### config.mk
export PLATFORM = sky130hd
export DESIGN_NAME = onebus_core
export DESIGN_NICKNAME = d
export VERILOG_FILES = /design/src/rtl/onebus_pkg.sv /design/src/rtl/onebus_seq.sv /design/src/rtl/onebus_alu.sv /design/src/rtl/onebus_regs.sv /design/src/rtl/onebus_core.sv
export SDC_FILE = /design/constraint.sdc
export NUM_CORES = 1
export LEC_CHECK = 0
export BUFFER_PORTS_ARGS = -buffer_cell sky130_fd_sc_hd__buf_2
export CORE_MARGIN = 4
export CORE_UTILIZATION = 55
export DETAILED_ROUTE_END_ITERATION = 10
export PLACE_DENSITY_LB_ADDON = 0.2
export REMOVE_ABC_BUFFERS = 1
export SYNTH_ARGS = -nofsm -noshare
export SYNTH_HDL_FRONTEND = slang
export SYNTH_SLANG_ARGS = --single-unit
### constraint.sdc
create_clock -name clk -period 3.5 [get_ports clk]
set_clock_uncertainty 0.2 [all_clocks]
set_input_delay 0.35 -clock clk [delete_from_list [all_inputs] [get_ports clk]]
set_output_delay 0.35 -clock clk [all_outputs]
set_load 0.005 [all_outputs]
### src/rtl/onebus_pkg.sv
package onebus_pkg;

    localparam int OPC_W = 3;

    localparam logic [OPC_W-1:0] OP_PASS = 3'd0;
    localparam logic [OPC_W-1:0] OP_ADD  = 3'd1;
    localparam logic [OPC_W-1:0] OP_SUB  = 3'd2;
    localparam logic [OPC_W-1:0] OP_AND  = 3'd3;
    localparam logic [OPC_W-1:0] OP_OR   = 3'd4;

    // bus drivers, one enable bit each
    localparam int N_DRV   = 3;
    localparam int DRV_IRA = 0;
    localparam int DRV_MBR = 1;
    localparam int DRV_Z   = 2;

    typedef enum logic [2:0] {
        ST_IDLE,
        ST_T1,
        ST_T2,
        ST_T3,
        ST_T4,
        ST_T5,
        ST_DONE
    } step_t;

    typedef struct packed {
        logic [N_DRV-1:0] drv;
        logic             ld_mar;
        logic             ld_mbr;
        logic             ld_y;
        logic             ld_z;
        logic             ld_ac;
        logic             inc_pc;
        logic             mem_rd;
        logic             done;
        logic             busy;
    } ctl_t;

endpackage

### src/rtl/onebus_seq.sv
module onebus_seq
    import onebus_pkg::*;
(
    input  logic clk,
    input  logic rst_n,
    input  logic start,
    output logic ld_ir,
    output ctl_t ctl
);

    step_t state_q;
    step_t state_d;

    always_ff @(posedge clk or negedge rst_n) begin
        if (!rst_n) begin
            state_q <= ST_IDLE;
        end else begin
            state_q <= state_d;
        end
    end

    always_comb begin
        state_d = state_q;
        unique case (state_q)
            ST_IDLE: if (start) state_d = ST_T1;
            ST_T1:   state_d = ST_T2;
            ST_T2:   state_d = ST_T3;
            ST_T3:   state_d = ST_T4;
            ST_T4:   state_d = ST_T5;
            ST_T5:   state_d = ST_DONE;
            ST_DONE: state_d = ST_IDLE;
            default: state_d = ST_IDLE;
        endcase
    end

    always_comb begin
        ctl   = '0;
        ld_ir = 1'b0;
        unique case (state_q)
            ST_IDLE: ld_ir = start;
            ST_T1: begin
                ctl.drv[DRV_IRA] = 1'b1;
                ctl.ld_mar       = 1'b1;
            end
            ST_T2: begin
                ctl.mem_rd = 1'b1;
                ctl.ld_mbr = 1'b1;
            end
            ST_T3: begin
                ctl.drv[DRV_MBR] = 1'b1;
                ctl.ld_y         = 1'b1;
            end
            ST_T4: ctl.ld_z = 1'b1;
            ST_T5: begin
                ctl.drv[DRV_Z] = 1'b1;
                ctl.ld_ac      = 1'b1;
                ctl.inc_pc     = 1'b1;
            end
            ST_DONE: ctl.done = 1'b1;
            default: ;
        endcase
        ctl.busy = (state_q != ST_IDLE);
    end

endmodule

### src/rtl/onebus_alu.sv
module onebus_alu
    import onebus_pkg::*;
#(
    parameter int DATA_W = 8
) (
    input  logic [OPC_W-1:0]  op,
    input  logic [DATA_W-1:0] a,
    input  logic [DATA_W-1:0] b,
    output logic [DATA_W-1:0] y
);

    always_comb begin
        case (op)
            OP_PASS: y = b;
            OP_ADD:  y = a + b;
            OP_SUB:  y = a - b;
            OP_AND:  y = a & b;
            OP_OR:   y = a | b;
            default: y = a;
        endcase
    end

endmodule

### src/rtl/onebus_regs.sv
module onebus_regs
    import onebus_pkg::*;
#(
    parameter int DATA_W = 8,
    parameter int ADDR_W = 6
) (
    input  logic                    clk,
    input  logic                    rst_n,
    input  logic                    ld_ir,
    input  logic [OPC_W+ADDR_W-1:0] instr,
    input  logic [N_DRV-1:0]        drv,
    input  logic                    ld_mar,
    input  logic                    ld_mbr,
    input  logic                    ld_y,
    input  logic                    ld_z,
    input  logic                    ld_ac,
    input  logic                    inc_pc,
    input  logic [DATA_W-1:0]       mem_rdata,
    input  logic [DATA_W-1:0]       alu_y,
    output logic [OPC_W-1:0]        opcode,
    output logic [DATA_W-1:0]       ac_q,
    output logic [DATA_W-1:0]       y_q,
    output logic [ADDR_W-1:0]       mar_q,
    output logic [ADDR_W-1:0]       pc_q
);

    localparam int IR_W = OPC_W + ADDR_W;

    logic [IR_W-1:0]   ir_q;
    logic [DATA_W-1:0] mbr_q;
    logic [DATA_W-1:0] z_q;
    logic [DATA_W-1:0] bus;

    logic [N_DRV-1:0][DATA_W-1:0] src;
    logic [N_DRV-1:0][DATA_W-1:0] gated;

    assign src[DRV_IRA] = DATA_W'(ir_q[ADDR_W-1:0]);
    assign src[DRV_MBR] = mbr_q;
    assign src[DRV_Z]   = z_q;

    for (genvar g = 0; g < N_DRV; g++) begin : g_drv
        assign gated[g] = drv[g] ? src[g] : '0;
    end

    always_comb begin
        bus = '0;
        for (int i = 0; i < N_DRV; i++) begin
            bus = bus | gated[i];
        end
    end

    always_ff @(posedge clk or negedge rst_n) begin
        if (!rst_n) begin
            ir_q  <= '0;
            mar_q <= '0;
            mbr_q <= '0;
            y_q   <= '0;
            z_q   <= '0;
            ac_q  <= '0;
            pc_q  <= '0;
        end else begin
            if (ld_ir)  ir_q  <= instr;
            if (ld_mar) mar_q <= bus[ADDR_W-1:0];
            if (ld_mbr) mbr_q <= mem_rdata;
            if (ld_y)   y_q   <= bus;
            if (ld_z)   z_q   <= alu_y;
            if (ld_ac)  ac_q  <= bus;
            if (inc_pc) pc_q  <= pc_q + 1'b1;
        end
    end

    assign opcode = ir_q[IR_W-1:ADDR_W];

endmodule

### src/rtl/onebus_core.sv
module onebus_core
    import onebus_pkg::*;
#(
    parameter int DATA_W = 8,
    parameter int ADDR_W = 6
) (
    input  logic                    clk,
    input  logic                    rst_n,
    input  logic                    start,
    input  logic [OPC_W+ADDR_W-1:0] instr,
    output logic                    busy,
    output logic                    done,
    output logic [ADDR_W-1:0]       mem_addr,
    output logic                    mem_rd,
    input  logic [DATA_W-1:0]       mem_rdata,
    output logic [DATA_W-1:0]       acc,
    output logic [ADDR_W-1:0]       pc
);

    ctl_t              ctl;
    logic              ld_ir;
    logic [N_DRV-1:0]  drv_en;
    logic [OPC_W-1:0]  opcode;
    logic [DATA_W-1:0] y_q;
    logic [DATA_W-1:0] alu_y;

    onebus_seq u_seq (
        .clk   (clk),
        .rst_n (rst_n),
        .start (start),
        .ld_ir (ld_ir),
        .ctl   (ctl)
    );

    assign drv_en = ctl.drv;

    onebus_regs #(
        .DATA_W (DATA_W),
        .ADDR_W (ADDR_W)
    ) u_regs (
        .clk       (clk),
        .rst_n     (rst_n),
        .ld_ir     (ld_ir),
        .instr     (instr),
        .drv       (drv_en),
        .ld_mar    (ctl.ld_mar),
        .ld_mbr    (ctl.ld_mbr),
        .ld_y      (ctl.ld_y),
        .ld_z      (ctl.ld_z),
        .ld_ac     (ctl.ld_ac),
        .inc_pc    (ctl.inc_pc),
        .mem_rdata (mem_rdata),
        .alu_y     (alu_y),
        .opcode    (opcode),
        .ac_q      (acc),
        .y_q       (y_q),
        .mar_q     (mem_addr),
        .pc_q      (pc)
    );

    onebus_alu #(
        .DATA_W (DATA_W)
    ) u_alu (
        .op (opcode),
        .a  (acc),
        .b  (y_q),
        .y  (alu_y)
    );

    assign busy   = ctl.busy;
    assign done   = ctl.done;
    assign mem_rd = ctl.mem_rd;

endmodule

Yosys cells after proc, flatten, opt, wreduce, memory -nomap -nowiden
Cells that the tools add are included.
- register bits after elaboration: 56
- input bits: 20
- output and inout bits: 23
- logic and storage cells: 43
- add/subtract/negate cells: 3
- eq/ne operators: 11
- mux-type cells: 14
- bitwise logic cells: 4
- reduce and logical (&&, ||, !) cells: 3
- operator list (kind ; count):
    $pmux W8 S5 ; 1
    $or A8 B8 Y8 ; 3
    $pmux W3 S6 ; 1
    $mux W8 ; 2
    $eq A3 B2 Y1 const B ; 4
    $eq A3 B3 Y1 const B ; 4
    $add A8 B8 Y8 ; 1
    $and A8 B8 Y8 ; 1
    $sub A8 B8 Y8 ; 1
    $add A6 B1 Y6 const B ; 1
    $eq A3 B1 Y1 const B ; 2
    $logic_not A3 Y1 ; 2
    $mux W1 ; 6
    $mux W6 ; 1
    $mux W2 ; 2
    $mux W3 ; 1
    $reduce_bool A3 Y1 ; 1
    $ne A2 B2 Y1 const B ; 1

Depth between registers and ports, before layout
- depth in word-level cells: 5
- mapped depth: 11
- depth with buffers taken out: 11

Cells and area by module
From an unflattened synthesis, not the netlist that was laid out.
- cell total of the unflattened synthesis: 308
- area, all modules: 3183.1 sq um
- by module, submodules not included (module ; instances ; cells each ; area each (sq um) ; sequential area each (sq um)):
    onebus_regs ; 1 ; 155 ; 2050.7 ; 1326.3
    onebus_alu ; 1 ; 127 ; 894.6 ; 0.0
    onebus_seq ; 1 ; 26 ; 237.7 ; 75.1

Worst setup path after synthesis
No wires, ideal clock.
- kind: reg-to-reg
- from: reg u_regs.ir_q[8]
- to: reg u_regs.z_q[7]
- setup time: 94 ps
- arrival time: 2583 ps
- required time: 3206 ps
- slack: 623 ps
- stages on the path, launching flop included: 11
- buffers on the path: 1
- cells stage by stage: dfrtp_1 clkbuf_1 nor3b_2 mux2_2 inv_1 ha_1 nor2b_1 o31a_1 o41a_1 nor2b_1 a211oi_1
- word-level cells in the longest chain between the ends: 2
- RTL lines (element ; RTL line ; text):
    start: declaration ; onebus_regs.sv:29 ; logic [IR_W-1:0] ir_q;
    start signal: assignment ; onebus_regs.sv:62 ; if (ld_ir) ir_q <= instr;
    $eq A3 B3 Y1 (tied with other cells) ; onebus_alu.sv:13 ; case (op)
    $pmux W8 S5 * ; onebus_alu.sv:13 ;
    end signal: assignment ; onebus_regs.sv:66 ; if (ld_z) z_q <= alu_y;
    end: declaration ; onebus_regs.sv:31 ; logic [DATA_W-1:0] z_q;
Every way passes the cells marked *; elsewhere a longest branch is shown, timed or not.
A chain may end at the register's enable or synchronous reset.

Final worst setup path
- from: reg u_regs.ir_q[7]
- to: reg u_regs.z_q[7]
Same word-level chain as after synthesis.

==> results.cfg <==
[clock_tree]
cts_max_path_buffers = 2
root_buffer = clkbuf_8
clk_latency_ns = 0.31
post_cts_buffers = 0
clkTransAtPathRegs_ns = 0.11
cts_sinks = 56
tritoncts = built
numCtsBuffers = 5
cts_hold_buf = 0
post_cts_resized = 0
cts.htree.levels = 2

[drt]
ant_nets = 0
wl_per_cell_microns = 14.44
drc = 0
vias_per_cell = 5.476
num_vias = 2141
totalWireLength_microns = 5646
first_pass_iters = 4
drt_first_iter_violations = 88

[sta]
period_share = 0.8176
max-slew-margin-rel = 0.3822
setup_tns_ns = 0
rsz0062_at_grt = false
finalWorstSetupSlack_ns = 0.6383
whs_ns = -0.03107
worstMarginPinSlew_ns = 0.9267
slew_violations = 0
max_freq_mhz = 349.4
fin_crit_ns = 2.862
hold_viol = 42
setup-violations-final = 0

[yosys]
netlist.area_leader.share = 0.4811
async_flop_share = 1.000
synth_area_per_cell_sq_um = 10.63
synth_area_sq_um = 2913
synth_seq_cells = 56
synth.distinct_cells = 47
synth_edf_count = 0
synth_top_flop_cell = dfrtp_1
synth_seq_area_share = 0.4811
syn_inst = 274
yosysWarnings = 0
yosysTopAreaCell = dfrtp_1
synth_area_leaders = dfrtp_1 (48%), mux2_2 (12%), ha_1 (4.7%), nand2_1 (4.4%), xnor2_1 (3.6%)

[placed_design]
place_ws_ns = 0.6287
place.gp.congestion = 0.8411
dpl.hpwl_microns = 4157
place.port_buffers = 42

[hold_path]
min_path_type = input port to asynchronous set/reset pin

[final_layout]
final_cell_mix = dfrtp_1 (56), buf_2 (42), nand2_1 (34)
layout-drive-gt1-share = 0.2897
final_common_cell = dfrtp_1
seqCellArea_sq_um = 1401
nets = 352
fillerInstances = 441
diodes = 0
multi_input_area_sq_um = 1431
area_delta_synth_final_pct = 14.39

[worst_setup_path]
cp-start-kind = flip-flop
path_max_fanout = 8
rrSetupSlack_ns = 0.64
crit_type = flip-flop to flip-flop
r2r-start = u_regs.ir_q[7]
end_kind = flip-flop
r2r_end = u_regs.z_q[7]
worstPathRequired_ns = 3.53
arrival_ns = 2.89
rr_worst_depth = 9

[global_routing]
grt_pass1_wl_microns = 9384
grt_max_degree = 44
overflow = 0
grt_pass1_vias = 1998
antenna_found_initial = 0
track_usage = 0.1848

[job]
max_cap_violations = 0

[pwr]
power_leakage_nw = 1.560
swShare = 0.3999
switchingPower_w = 0.001421
p_per_area_nw_per_um2 = 1066
clockPowerShare = 0.122
vdd_ir_drop_max_v = 0.0005715
comb_power_share = 0.525
seqPwrFrac = 0.353
p_int_w = 0.002132

[floorplanning]
coreArea_sq_um = 5107
die-area_sq_um = 6525
die_h_microns = 80.78
dieWidth_microns = 80.78
start_util = 0.5703
io_pins = 43
rows = 26

[outcome]
violations = negative hold slack
status = finished with violations
==> how the worst max path moves through the flow <==
stage / slack, ns / from / to / cells past startpoint
after floorplan: 0.57 / u_regs.ir_q[6] / u_regs.z_q[7] / 9
after global placement: 0.70 / u_regs.ir_q[7] / u_regs.z_q[7] / 9
after detailed placement: 0.63 / u_regs.ir_q[7] / u_regs.z_q[7] / 9
after CTS: 0.62 / u_regs.ir_q[7] / u_regs.z_q[7] / 9
after global routing: 0.43 / u_regs.y_q[0] / u_regs.z_q[7] / 11
final: 0.64 / u_regs.ir_q[7] / u_regs.z_q[7] / 9
==> worst max-delay path, stage by stage, from the launching register on <==
cell      delay (ns)
dfrtp_1         0.51
nor3b_2         0.26
mux2_2          0.39
inv_1           0.06
ha_1            0.21
nor2b_1         0.14
o31a_1          0.27
o41a_1          0.39
nor2b_1         0.14
a211oi_1        0.21
==> cell usage after synthesis (3+ instances only) <==
| cell type | count |
|---|---|
| a21oi_1 | 9 |
| a21o_1 | 4 |
| nand3_1 | 5 |
| ha_1 | 11 |
| dfrtp_1 | 56 |
| nor3_1 | 6 |
| nor2_1 | 18 |
| nand2_1 | 34 |
| buf_2 | 4 |
| inv_1 | 9 |
| a31oi_1 | 7 |
| nand3b_1 | 3 |
| clkbuf_1 | 5 |
| o21ai_0 | 13 |
| nor2b_1 | 3 |
| xnor2_1 | 12 |
| o22ai_1 | 4 |
| o21a_1 | 3 |
| mux2_2 | 30 |
| nor3b_1 | 4 |
==> final cells by class <==
cell class              count  share of cell area
repair buffers             49             0.07886
flip-flops and latches     56              0.4206
inverters                   9             0.01014
well taps                  70             0.02629
multi-input cells         199              0.4296
clock inverters             3             0.01389
clock buffers               5             0.02065
==> flip-flops by register name (all words and copies together) (netlist names) <==
register,cells
u_regs.y_q,8
u_regs.z_q,8
u_regs.mar_q,6
u_regs.pc_q,6
u_regs.ac_q,8
u_seq.state_q,3
u_regs.mbr_q,8
u_regs.ir_q,9
==> metrics by stage <==
stage          cells  power (W)  utilization  hold slack [ns]  cell area (sq um)
6_report         391   0.003553       0.6524         -0.03107               3332
5_1_grt          391   0.003881       0.6524          0.04244               3332
4_1_cts          391   0.003581       0.6524         0.004155               3332
3_5_place_dp     383   0.003139       0.6298           0.2572               3217
3_3_place_gp     383   0.003079       0.6298           0.2485               3217
2_1_floorplan    264   0.002622            -          -0.1456               2867
==> power by group through the flow <==
stage | combinational, W | clock, W | sequential [W]
5_1_grt | 0.00210 | 0.000475 | 0.00131
3_5_place_dp | 0.00187 | 0 | 0.00127
4_1_cts | 0.00188 | 0.000449 | 0.00125
2_1_floorplan | 0.00138 | 0 | 0.00124
6_report | 0.00186 | 0.000434 | 0.00125
3_3_place_gp | 0.00182 | 0 | 0.00126
==> metal layers <==
layer / vias to the layer above / part of all wire / wire (microns) / track usage
li1: 1060 / - / - / -
met1: 1016 / 0.44 / 2508 / 0.2538
met2: 58 / 0.47 / 2678 / 0.2964
met3: 7 / 0.063 / 358 / 0.03326
met4: 0 / 0.018 / 101 / 0.06419
met5: - / 0 / 0 / 0
==> logic make-up (layout without fill, tap and decap cells) <==
kind of cell,count (synthesis),in the layout,synth area share
AND/OR/NAND/NOR,88,88,0.1542
flip-flops,56,56,0.4811
AO/OA/AOI/OAI,54,54,0.1216
multiplexers,31,31,0.1194
buffers and inverters,19,66,0.02749
XOR/XNOR,14,14,0.04210
adder cells (fa/ha/maj),12,12,0.05412
Note: power is estimated with default switching activity, not from simulation.
